[src/rtl/dma_pcm_pkg.sv]
package dma_pcm_pkg;
  localparam int REG_AW   = 6;
  localparam logic [REG_AW-1:0] OFF_START = 6'h12;
  localparam logic [REG_AW-1:0] OFF_COUNT = 6'h13;
  localparam logic [REG_AW-1:0] OFF_CTRL  = 6'h15;
  localparam logic [REG_AW-1:0] OFF_EXT   = 6'h30;
  localparam int EXT_BIT = 4;
  localparam int RUN_BIT = 4;
  localparam int IRQ_BIT = 7;
endpackage

[src/rtl/dma_pcm_regif.sv]
module dma_pcm_regif
  import dma_pcm_pkg::*;
#(
  parameter int DATA_W = 8
) (
  input  logic              clk,
  input  logic              rst,
  input  logic              reg_wr,
  input  logic [REG_AW-1:0] reg_addr,
  input  logic [DATA_W-1:0] reg_wdata,
  input  logic [DATA_W-1:0] status_in,
  input  logic              irq_flag,
  output logic [DATA_W-1:0] status_out,
  output logic              fwd_wr,
  output logic [REG_AW-1:0] fwd_addr,
  output logic [DATA_W-1:0] fwd_wdata,
  output logic              ext_on,
  output logic              set_start,
  output logic              set_count,
  output logic              set_ctrl
);
  logic              ext_q;
  logic [DATA_W-1:0] fwd_data_d;

  always_comb begin
    set_start  = reg_wr && ext_q && (reg_addr == OFF_START);
    set_count  = reg_wr && ext_q && (reg_addr == OFF_COUNT);
    set_ctrl   = reg_wr && ext_q && (reg_addr == OFF_CTRL);
    fwd_data_d = reg_wdata;
    if (set_ctrl) fwd_data_d[RUN_BIT] = 1'b0;
    status_out = status_in;
    if (ext_q) status_out[IRQ_BIT] = irq_flag;
  end

  always_ff @(posedge clk) begin
    if (rst) begin
      ext_q     <= 1'b0;
      fwd_wr    <= 1'b0;
      fwd_addr  <= '0;
      fwd_wdata <= '0;
    end else begin
      if (reg_wr && reg_addr == OFF_EXT) ext_q <= reg_wdata[EXT_BIT];
      fwd_wr <= reg_wr;
      if (reg_wr) begin
        fwd_addr  <= reg_addr;
        fwd_wdata <= fwd_data_d;
      end
    end
  end

  assign ext_on = ext_q;
endmodule

[src/rtl/dma_pcm_rate.sv]
module dma_pcm_rate #(
  parameter int               CNT_W  = 8,
  parameter logic [CNT_W-1:0] PERIOD = 8'hF6
) (
  input  logic clk,
  input  logic rst,
  input  logic load,
  input  logic run,
  output logic tick
);
  logic [CNT_W-1:0] cnt_q;

  assign tick = run && !load && (cnt_q == '0);

  always_ff @(posedge clk) begin
    if (rst) begin
      cnt_q <= PERIOD;
    end else if (load) begin
      cnt_q <= PERIOD;
    end else if (run) begin
      cnt_q <= (cnt_q == '0) ? PERIOD : cnt_q - 1'b1;
    end
  end
endmodule

[src/rtl/dma_pcm_fetch.sv]
module dma_pcm_fetch #(
  parameter int DATA_W     = 8,
  parameter int ADDR_W     = 15,
  parameter int ADDR_SHIFT = 6,
  parameter int LEN_SHIFT  = 4,
  parameter int RUN_BIT    = 4
) (
  input  logic              clk,
  input  logic              rst,
  input  logic [DATA_W-1:0] wdata,
  input  logic              set_start,
  input  logic              set_count,
  input  logic              set_ctrl,
  input  logic              tick,
  output logic              running,
  output logic              mem_req,
  output logic [ADDR_W-1:0] mem_addr,
  input  logic              mem_valid,
  input  logic [DATA_W-1:0] mem_rdata,
  output logic              dac_wr,
  output logic [DATA_W-2:0] dac_level,
  output logic              irq
);
  localparam int LEN_W = DATA_W + LEN_SHIFT + 1;

  logic [ADDR_W-1:0] addr_q;
  logic [LEN_W-1:0]  len_q;
  logic              unused_lsb;

  assign unused_lsb = mem_rdata[0];

  always_ff @(posedge clk) begin
    if (rst) begin
      addr_q    <= '0;
      len_q     <= '0;
      running   <= 1'b0;
      mem_req   <= 1'b0;
      mem_addr  <= '0;
      dac_wr    <= 1'b0;
      dac_level <= '0;
      irq       <= 1'b0;
    end else begin
      dac_wr <= 1'b0;
      if (set_start) addr_q <= ADDR_W'(wdata) << ADDR_SHIFT;
      if (set_count) len_q  <= (LEN_W'(wdata) << LEN_SHIFT) + LEN_W'(1);
      if (set_ctrl) begin
        running <= wdata[RUN_BIT];
        irq     <= 1'b0;
      end
      if (tick && !mem_req) begin
        mem_req  <= 1'b1;
        mem_addr <= addr_q;
      end
      if (mem_req && mem_valid) begin
        mem_req   <= 1'b0;
        dac_wr    <= 1'b1;
        dac_level <= mem_rdata[DATA_W-1:1];
        addr_q    <= addr_q + 1'b1;
        if (len_q < LEN_W'(2)) begin
          len_q   <= '0;
          running <= 1'b0;
          irq     <= 1'b1;
        end else begin
          len_q <= len_q - 1'b1;
        end
      end
    end
  end
endmodule

[src/rtl/dma_pcm_channel.sv]
module dma_pcm_channel
  import dma_pcm_pkg::*;
#(
  parameter int               DATA_W     = 8,
  parameter int               ADDR_W     = 15,
  parameter int               ADDR_SHIFT = 6,
  parameter int               LEN_SHIFT  = 4,
  parameter int               CNT_W      = 8,
  parameter logic [CNT_W-1:0] PERIOD     = 8'hF6
) (
  input  logic              clk,
  input  logic              rst,
  input  logic              reg_wr,
  input  logic [5:0]        reg_addr,
  input  logic [7:0]        reg_wdata,
  input  logic [7:0]        status_in,
  output logic [7:0]        status_out,
  output logic              fwd_wr,
  output logic [5:0]        fwd_addr,
  output logic [7:0]        fwd_wdata,
  output logic              mem_req,
  output logic [14:0]       mem_addr,
  input  logic              mem_valid,
  input  logic [7:0]        mem_rdata,
  output logic              dac_wr,
  output logic [6:0]        dac_level,
  output logic              irq
);
  logic ext_on, set_start, set_count, set_ctrl, tick, running, rate_load;

  assign rate_load = set_ctrl && reg_wdata[RUN_BIT];

  dma_pcm_regif #(.DATA_W(DATA_W)) u_regif (
    .clk(clk), .rst(rst), .reg_wr(reg_wr), .reg_addr(reg_addr),
    .reg_wdata(reg_wdata), .status_in(status_in), .irq_flag(irq),
    .status_out(status_out), .fwd_wr(fwd_wr), .fwd_addr(fwd_addr),
    .fwd_wdata(fwd_wdata), .ext_on(ext_on), .set_start(set_start),
    .set_count(set_count), .set_ctrl(set_ctrl)
  );

  dma_pcm_rate #(.CNT_W(CNT_W), .PERIOD(PERIOD)) u_rate (
    .clk(clk), .rst(rst), .load(rate_load), .run(running), .tick(tick)
  );

  dma_pcm_fetch #(
    .DATA_W(DATA_W), .ADDR_W(ADDR_W), .ADDR_SHIFT(ADDR_SHIFT),
    .LEN_SHIFT(LEN_SHIFT), .RUN_BIT(RUN_BIT)
  ) u_fetch (
    .clk(clk), .rst(rst), .wdata(reg_wdata), .set_start(set_start),
    .set_count(set_count), .set_ctrl(set_ctrl), .tick(tick),
    .running(running), .mem_req(mem_req), .mem_addr(mem_addr),
    .mem_valid(mem_valid), .mem_rdata(mem_rdata), .dac_wr(dac_wr),
    .dac_level(dac_level), .irq(irq)
  );
endmodule

[config.mk]
export PLATFORM = sky130hd
export DESIGN_NAME = dma_pcm_channel
export DESIGN_NICKNAME = d
export VERILOG_FILES = /design/src/rtl/dma_pcm_pkg.sv /design/src/rtl/dma_pcm_regif.sv /design/src/rtl/dma_pcm_rate.sv /design/src/rtl/dma_pcm_fetch.sv /design/src/rtl/dma_pcm_channel.sv
export SDC_FILE = /design/constraint.sdc
export NUM_CORES = 1
export LEC_CHECK = 0
export ABC_AREA = 1
export CAP_MARGIN = 20
export CELL_PAD_IN_SITES_DETAIL_PLACEMENT = 0
export CELL_PAD_IN_SITES_GLOBAL_PLACEMENT = 2
export CORE_MARGIN = 2
export CORE_UTILIZATION = 28
export CTS_CLUSTER_SIZE = 8
export DETAILED_ROUTE_END_ITERATION = 12
export PLACE_DENSITY_LB_ADDON = 0.1
export SKIP_CTS_REPAIR_TIMING = 1
export SLEW_MARGIN = 20
export SYNTH_ARGS = -nofsm -noshare
export SYNTH_HDL_FRONTEND = slang
export SYNTH_SLANG_ARGS = --single-unit
export TNS_END_PERCENT = 5
[constraint.sdc]
create_clock -name clk -period 1.6 [get_ports clk]
set_input_delay 0.32 -clock clk [delete_from_list [all_inputs] [get_ports clk]]
set_output_delay 0.32 -clock clk [all_outputs]
set_load 0.005 [all_outputs]
==> metrics.csv, run 1 <==
metric,value,unit
run_status,"finished, final reports clean",
insertion_delay,0.34,ns
final.fill_count,1407,
clock_buffer_depth,2,
min-delay-start,reg_wr,
p_leak,2.38,nW
layout_min_cycle_time,1.54,ns
placed_cells_incl_taps,802,
r2r-end,u_fetch.mem_addr[4],
antenna_violating_nets_post_route,0,
hpwl,8.28,mm
most_common_flop_cell_mapped_by_yosys,sky130_fd_sc_hd__dfxtp_1,
syn_area_per_cell,7.02,µm²
crit_path_end_kind,primary output,
initial_core_util,0.288,
cp.arrival,1.22,ns
place_area,4910,µm²
num_antenna_cells,0,
worst_ep_required_time,1.28,ns
synthesis.area,3820,µm²
cts-buffers-inserted,9,
total_neg_setup_slack,0,ns
htreeDepth,3,
portBuffers,66,
finalWirelength,11.0,mm
dr_pass1_iterations,4,
report.final.hold_viol_count,0,
tritoncts_num_sinks,78,
tightest_pin_transition,0.352,ns
worstRegToRegCells,6,
grtUsageTotal,0.160,
setup_viol_count_final,0,
netlist.top_cell.by_area,sky130_fd_sc_hd__dfxtp_1,
timing.reg2reg.setup_slack,0.13,ns
cpPeakStageDelay,0.55,ns
synth_commonest_cells,"sky130_fd_sc_hd__nand2_1, sky130_fd_sc_hd__dfxtp_1, sky130_fd_sc_hd__inv_1, sky130_fd_sc_hd__nand3_1, sky130_fd_sc_hd__nor2_1",
rsz0062_at_grt,true,
area.growth.synth_to_final,35.9,%
post-route-drc-count,0,
final_area,5200,µm²
final_critical_path_setup_slack,0.0558,ns
design_power_total,4.07,mW
hold_end,u_regif.fwd_addr[2],
timing.critical_path.max_delay_family,buffers and inverters,
synth.yosys.seq_area_share,0.408,
final_net_count,675,
min-delay-path-class,in2reg,
timing.critical_path.buf_inv,1,
floorplan.die_area,14600,µm²
layoutNonFillerInstCount,817,
synthesized_netlist_cell_count,545,
fin_crit_sh,0.965,
finClkSkew,0.00705,ns
die_x,121,µm
clkTransAtPathRegs,0.06,ns
io-pin-count,82,
timing.slew.headroom,0.765,
fp.coreArea,13300,µm²
layout-drive-gt1-share,0.145,
slew_viol_final,0,
async_reset_ff_frac,0,
crit_fanout,2,
hold_depth,3,
final_core_util,0.391,
synth.most_common_cell,sky130_fd_sc_hd__nand2_1,
root_buffer,sky130_fd_sc_hd__clkbuf_16,
synth_top_cell_area_share,0.408,
grt_pass1_vias,3564,
critPathLaunchType,flop,
first_pass_grt_wire_length,17.9,mm
timing.rr.start,u_rate.cnt_q[3],
path_class,reg2out,
cts_tree,built,
netlist-cell-type-count,39,
placement.setup.worst_slack,-0.326,ns
timing.hold.ws,0.439,ns
synth_edf_count,0,
grt-ovfl-total,0,
yosys_register_bits,78,
route.vias.total,3649,
crit_start,u_regif.fwd_wdata[2],
vias_per_cell,4.47,
path_cells,clkdlybuf4s50_1,
crit_slowest_cell,sky130_fd_sc_hd__clkdlybuf4s50_1,
synth.area.top_cells,"sky130_fd_sc_hd__dfxtp_1, sky130_fd_sc_hd__nand2_1, sky130_fd_sc_hd__inv_1",
synth_fp_nets,583,
grt_antenna_before_repair,0,
drtIter0Drc,184,
floorplan.rows,42,
grt_max_degree,20,
warnings_synthesis,0,
die_y,121,µm
post_drt_wl_per_cell,13.5,µm
power_density,783,nW/µm²
peak_supply_drop,0.387,mV
place_congestion,0.817,
drv.max_cap_violation_count,0,
fmaxAchievable,0.648,GHz
## cells by family (layout without fill, tap and decap cells)
family / count (synthesis) / after routing / share of synthesized area
and+or+nand+nor: 264 / 264 / 0.308
buffers and inverters: 106 / 202 / 0.119
AOI/OAI and AO/OA: 83 / 83 / 0.129
DFF: 78 / 78 / 0.408
xor gates and xnor gates: 10 / 10 / 0.0229
adders and majority gates: 4 / 4 / 0.0131
## state kept, by name, indices dropped and copies added (netlist names)
register	cells
u_fetch.mem_addr	15
u_fetch.addr_q	15
u_regif.fwd_wdata	8
u_fetch.len_q	13
u_fetch.irq	1
u_regif.ext_on	1
u_fetch.dac_level	7
u_regif.fwd_wr	1
u_regif.fwd_addr	6
u_rate.cnt_q	8
u_fetch.mem_req	1
u_fetch.dac_wr	1
u_fetch.running	1
## final cells by class
class	instances	area [µm²]	share of cell area
Multi-Input combinational cell	361	1840	0.353
Sequential cell	78	1560	0.301
Timing Repair Buffer	107	1030	0.198
Inverter	80	300	0.0578
Clock buffer	13	240	0.0462
Tap cell	176	220	0.0424
Clock inverter	2	10.0	0.00193
## worst max path at each step
| stage | to | slack (ns) | depth (start not counted) |
|---|---|---|---|
| floorplan | u_fetch.len_q[4] | 0.26 | 9 |
| global placement | u_fetch.addr_q[14] | -0.32 | 10 |
| detailed placement | u_fetch.addr_q[12] | -0.33 | 9 |
| CTS | status_out[7] | -0.13 | 4 |
| global route | u_fetch.mem_addr[4] | -0.05 | 6 |
| finish | fwd_wdata[2] | 0.06 | 1 |
## power breakdown
part           leakage, nW  switching (mW)  internal, mW
logic                 1.62           0.127         0.148
clock network        0.123           0.775          1.04
registers            0.633          0.0145          1.97
## placed cells by master (no fill, tap or decap), types with 4 or more instances in the layout
cell / netlist / layout
sky130_fd_sc_hd__o21ai_0: 27 / 27
sky130_fd_sc_hd__nand4_1: 7 / 7
sky130_fd_sc_hd__nor2_2: 3 / 6
sky130_fd_sc_hd__nand3b_1: 4 / 4
sky130_fd_sc_hd__nor2_1: 38 / 34
sky130_fd_sc_hd__inv_2: 5 / 7
sky130_fd_sc_hd__a21oi_1: 30 / 30
sky130_fd_sc_hd__nor3_1: 6 / 6
sky130_fd_sc_hd__o22ai_1: 7 / 7
sky130_fd_sc_hd__a21oi_2: 11 / 11
sky130_fd_sc_hd__clkbuf_1: 8 / 4
sky130_fd_sc_hd__inv_1: 74 / 72
sky130_fd_sc_hd__dfxtp_1: 78 / 76
sky130_fd_sc_hd__xor2_1: 8 / 8
sky130_fd_sc_hd__dlymetal6s2s_1: 0 / 4
sky130_fd_sc_hd__clkbuf_16: 0 / 9
sky130_fd_sc_hd__nand3_1: 40 / 40
sky130_fd_sc_hd__buf_4: 8 / 37
sky130_fd_sc_hd__ha_1: 4 / 4
sky130_fd_sc_hd__nand2_1: 153 / 153
sky130_fd_sc_hd__buf_12: 0 / 4
sky130_fd_sc_hd__clkdlybuf4s50_1: 0 / 62
## routing by layer
layer	GRT usage	up-vias	wire, µm
met5	0	-	0
met4	0.0690	0	178
met3	0.0376	10	600
met2	0.250	75	4780
met1	0.209	1653	5430
li1	-	1911	-
Power figures use the tool's default switching activity.
==> run 2: changes to the inputs <==
--- a/config.mk
+++ b/config.mk
@@ -18,5 +18,6 @@
 export SLEW_MARGIN = 20
 export SYNTH_ARGS = -nofsm -noshare
 export SYNTH_HDL_FRONTEND = slang
+export SYNTH_HIERARCHICAL = 1
 export SYNTH_SLANG_ARGS = --single-unit
 export TNS_END_PERCENT = 5
==> metrics.csv, run 2 <==
metric,value,unit
async_reset_ff_frac,0,
grt_max_degree,35,
drtIter0Drc,178,
antenna_violating_nets_post_route,0,
portBuffers,66,
place_congestion,0.847,
min-delay-path-class,in2reg,
hold_depth,4,
vias_per_cell,4.49,
finClkSkew,0.00562,ns
run_status,finished with violations,
post_drt_wl_per_cell,13.7,µm
grt_pass1_vias,3656,
synth.most_common_cell,sky130_fd_sc_hd__nand2_1,
synthesized_netlist_cell_count,531,
worstRegToRegCells,13,
peak_supply_drop,0.488,mV
timing.reg2reg.setup_slack,-0.16,ns
critPathLaunchType,flop,
route.vias.total,3702,
final.fill_count,1393,
grt-ovfl-total,0,
io-pin-count,82,
area.growth.synth_to_final,42.7,%
hold_end,u_regif/fwd_addr[4],
layout_min_cycle_time,1.78,ns
first_pass_grt_wire_length,18.2,mm
drv.max_cap_violation_count,0,
timing.slew.headroom,0.670,
synthesis.area,3760,µm²
p_leak,2.28,nW
finalWirelength,11.3,mm
worst_ep_required_time,1.28,ns
die_y,120,µm
path_class,reg2out,
fmaxAchievable,0.561,GHz
floorplan.rows,42,
dr_pass1_iterations,4,
final_net_count,682,
most_frequent_standard_cell_in_the_layout_excluding_fill_and_tap_cells,sky130_fd_sc_hd__nand2_1,
grt_antenna_before_repair,0,
tightest_pin_transition,0.495,ns
r2r-end,u_fetch/mem_addr[9],
root_buffer,sky130_fd_sc_hd__clkbuf_16,
fp.coreArea,13200,µm²
rsz0062_at_grt,true,
floorplan.die_area,14400,µm²
setup_viol_count_final,18,
die_x,120,µm
violations,setup timing,
netlist-cell-type-count,38,
synth_edf_count,0,
insertion_delay,0.34,ns
power_density,838,nW/µm²
cts-buffers-inserted,9,
crit_path_end_kind,primary output,
clock_buffer_depth,2,
synth.yosys.seq_area_share,0.415,
timing.rr.start,u_rate/cnt_q[0],
report.final.hold_viol_count,0,
slew_viol_final,0,
fin_crit_sh,1.11,
initial_core_util,0.285,
warnings_synthesis,6,
post-route-drc-count,0,
cp.arrival,1.46,ns
htreeDepth,3,
grtUsageTotal,0.162,
design_power_total,4.50,mW
crit_fanout,3,
synth_fp_nets,569,
syn_area_per_cell,7.09,µm²
netlist.top_cell.by_area,sky130_fd_sc_hd__dfxtp_1,
mostFrequentLayoutCells,"sky130_fd_sc_hd__nand2_1, sky130_fd_sc_hd__dfxtp_1, sky130_fd_sc_hd__clkdlybuf4s50_1",
layout-drive-gt1-share,0.186,
yosys_register_bits,78,
clkTransAtPathRegs,0.06,ns
synth.area.top_cells,"sky130_fd_sc_hd__dfxtp_1, sky130_fd_sc_hd__nand2_1, sky130_fd_sc_hd__o21ai_0",
synth_top_cell_area_share,0.415,
largestRegisters,"u_fetch/addr_q x15, u_fetch/mem_addr x15, u_fetch/len_q x13",
synth_commonest_cells,"sky130_fd_sc_hd__nand2_1, sky130_fd_sc_hd__dfxtp_1, sky130_fd_sc_hd__nor2_1, sky130_fd_sc_hd__o21ai_0, sky130_fd_sc_hd__inv_1",
most_common_flop_cell_mapped_by_yosys,sky130_fd_sc_hd__dfxtp_1,
tritoncts_num_sinks,78,
hpwl,8.31,mm
final_critical_path_setup_slack,-0.183,ns
num_antenna_cells,0,
cts_tree,built,
min-delay-start,reg_addr[4],
timing.hold.ws,0.429,ns
==> run 2: worst max-delay path by stage <==
stage | endpoint | slack (ns) | cells after the start | from
6_report | status_out[7] | -0.18 | 2 | u_regif/ext_on
5_1_grt | u_fetch/mem_addr[14] | -0.28 | 13 | u_rate/cnt_q[0]
4_1_cts | status_out[7] | -0.26 | 2 | u_regif/ext_on
3_5_place_dp | u_fetch/mem_addr[9] | -0.49 | 13 | reg_wr
3_3_place_gp | u_fetch/len_q[4] | -0.43 | 9 | reg_addr[2]
2_1_floorplan | u_fetch/mem_addr[10] | 0.004 | 13 | u_rate/cnt_q[0]
==> run 2: cell type report <==
class / count / area, µm² / area share
timing repair buffer: 124 / 1190 / 0.221
tap: 176 / 220 / 0.0410
multi-input combinational: 369 / 1840 / 0.342
sequential: 78 / 1570 / 0.292
clock buffer: 10 / 239 / 0.0445
clock inverter: 6 / 85.1 / 0.0158
inverter: 62 / 238 / 0.0443
==> run 2: kinds of logic after synthesis <==
group                    after synthesis  share of synthesized area
flip-flops                            78                      0.415
AND/OR/NAND/NOR                      249                      0.297
adder cells (fa/ha/maj)                4                     0.0133
buffers and inverters                 84                      0.105
multiplexers                           1                    0.00299
XOR/XNOR                               5                     0.0116
AO/OA/AOI/OAI                        110                      0.155
==> run 2: critical path, stage by stage, from the launching register on <==
cell and delay (ns):
sky130_fd_sc_hd__dfxtp_2 0.35, sky130_fd_sc_hd__mux2_2 0.33, sky130_fd_sc_hd__clkdlybuf4s50_1 0.45
==> run 2: report_power, final <==
part | switching [mW] | internal, mW | total, mW
combinational | 0.128 | 0.159 | 0.287
sequential | 0.0115 | 1.97 | 1.98
clock | 0.835 | 1.40 | 2.24
total | 0.975 | 3.53 | 4.50
==> run 2: per-layer routing <==
layer	routed length, µm	up-vias	global-route usage
met5	0	-	0
met4	179	0	0.0537
met3	329	13	0.0442
met2	5250	39	0.256
met1	5540	1704	0.214
li1	-	1946	-
==> run 2: stage by stage <==
step	instance area [µm²]	TNS (ns)	setup slack [ns]	cells	util
3_5_place_dp	4930	-22.25	-0.486	803	0.374
6_report	5370	-2.14	-0.183	825	0.407
2_1_floorplan	3770	0	0.00367	531	-
3_3_place_gp	4930	-20.91	-0.427	803	0.374
4_1_cts	5260	-2.13	-0.257	819	0.398
5_1_grt	5370	-5.14	-0.284	825	0.407
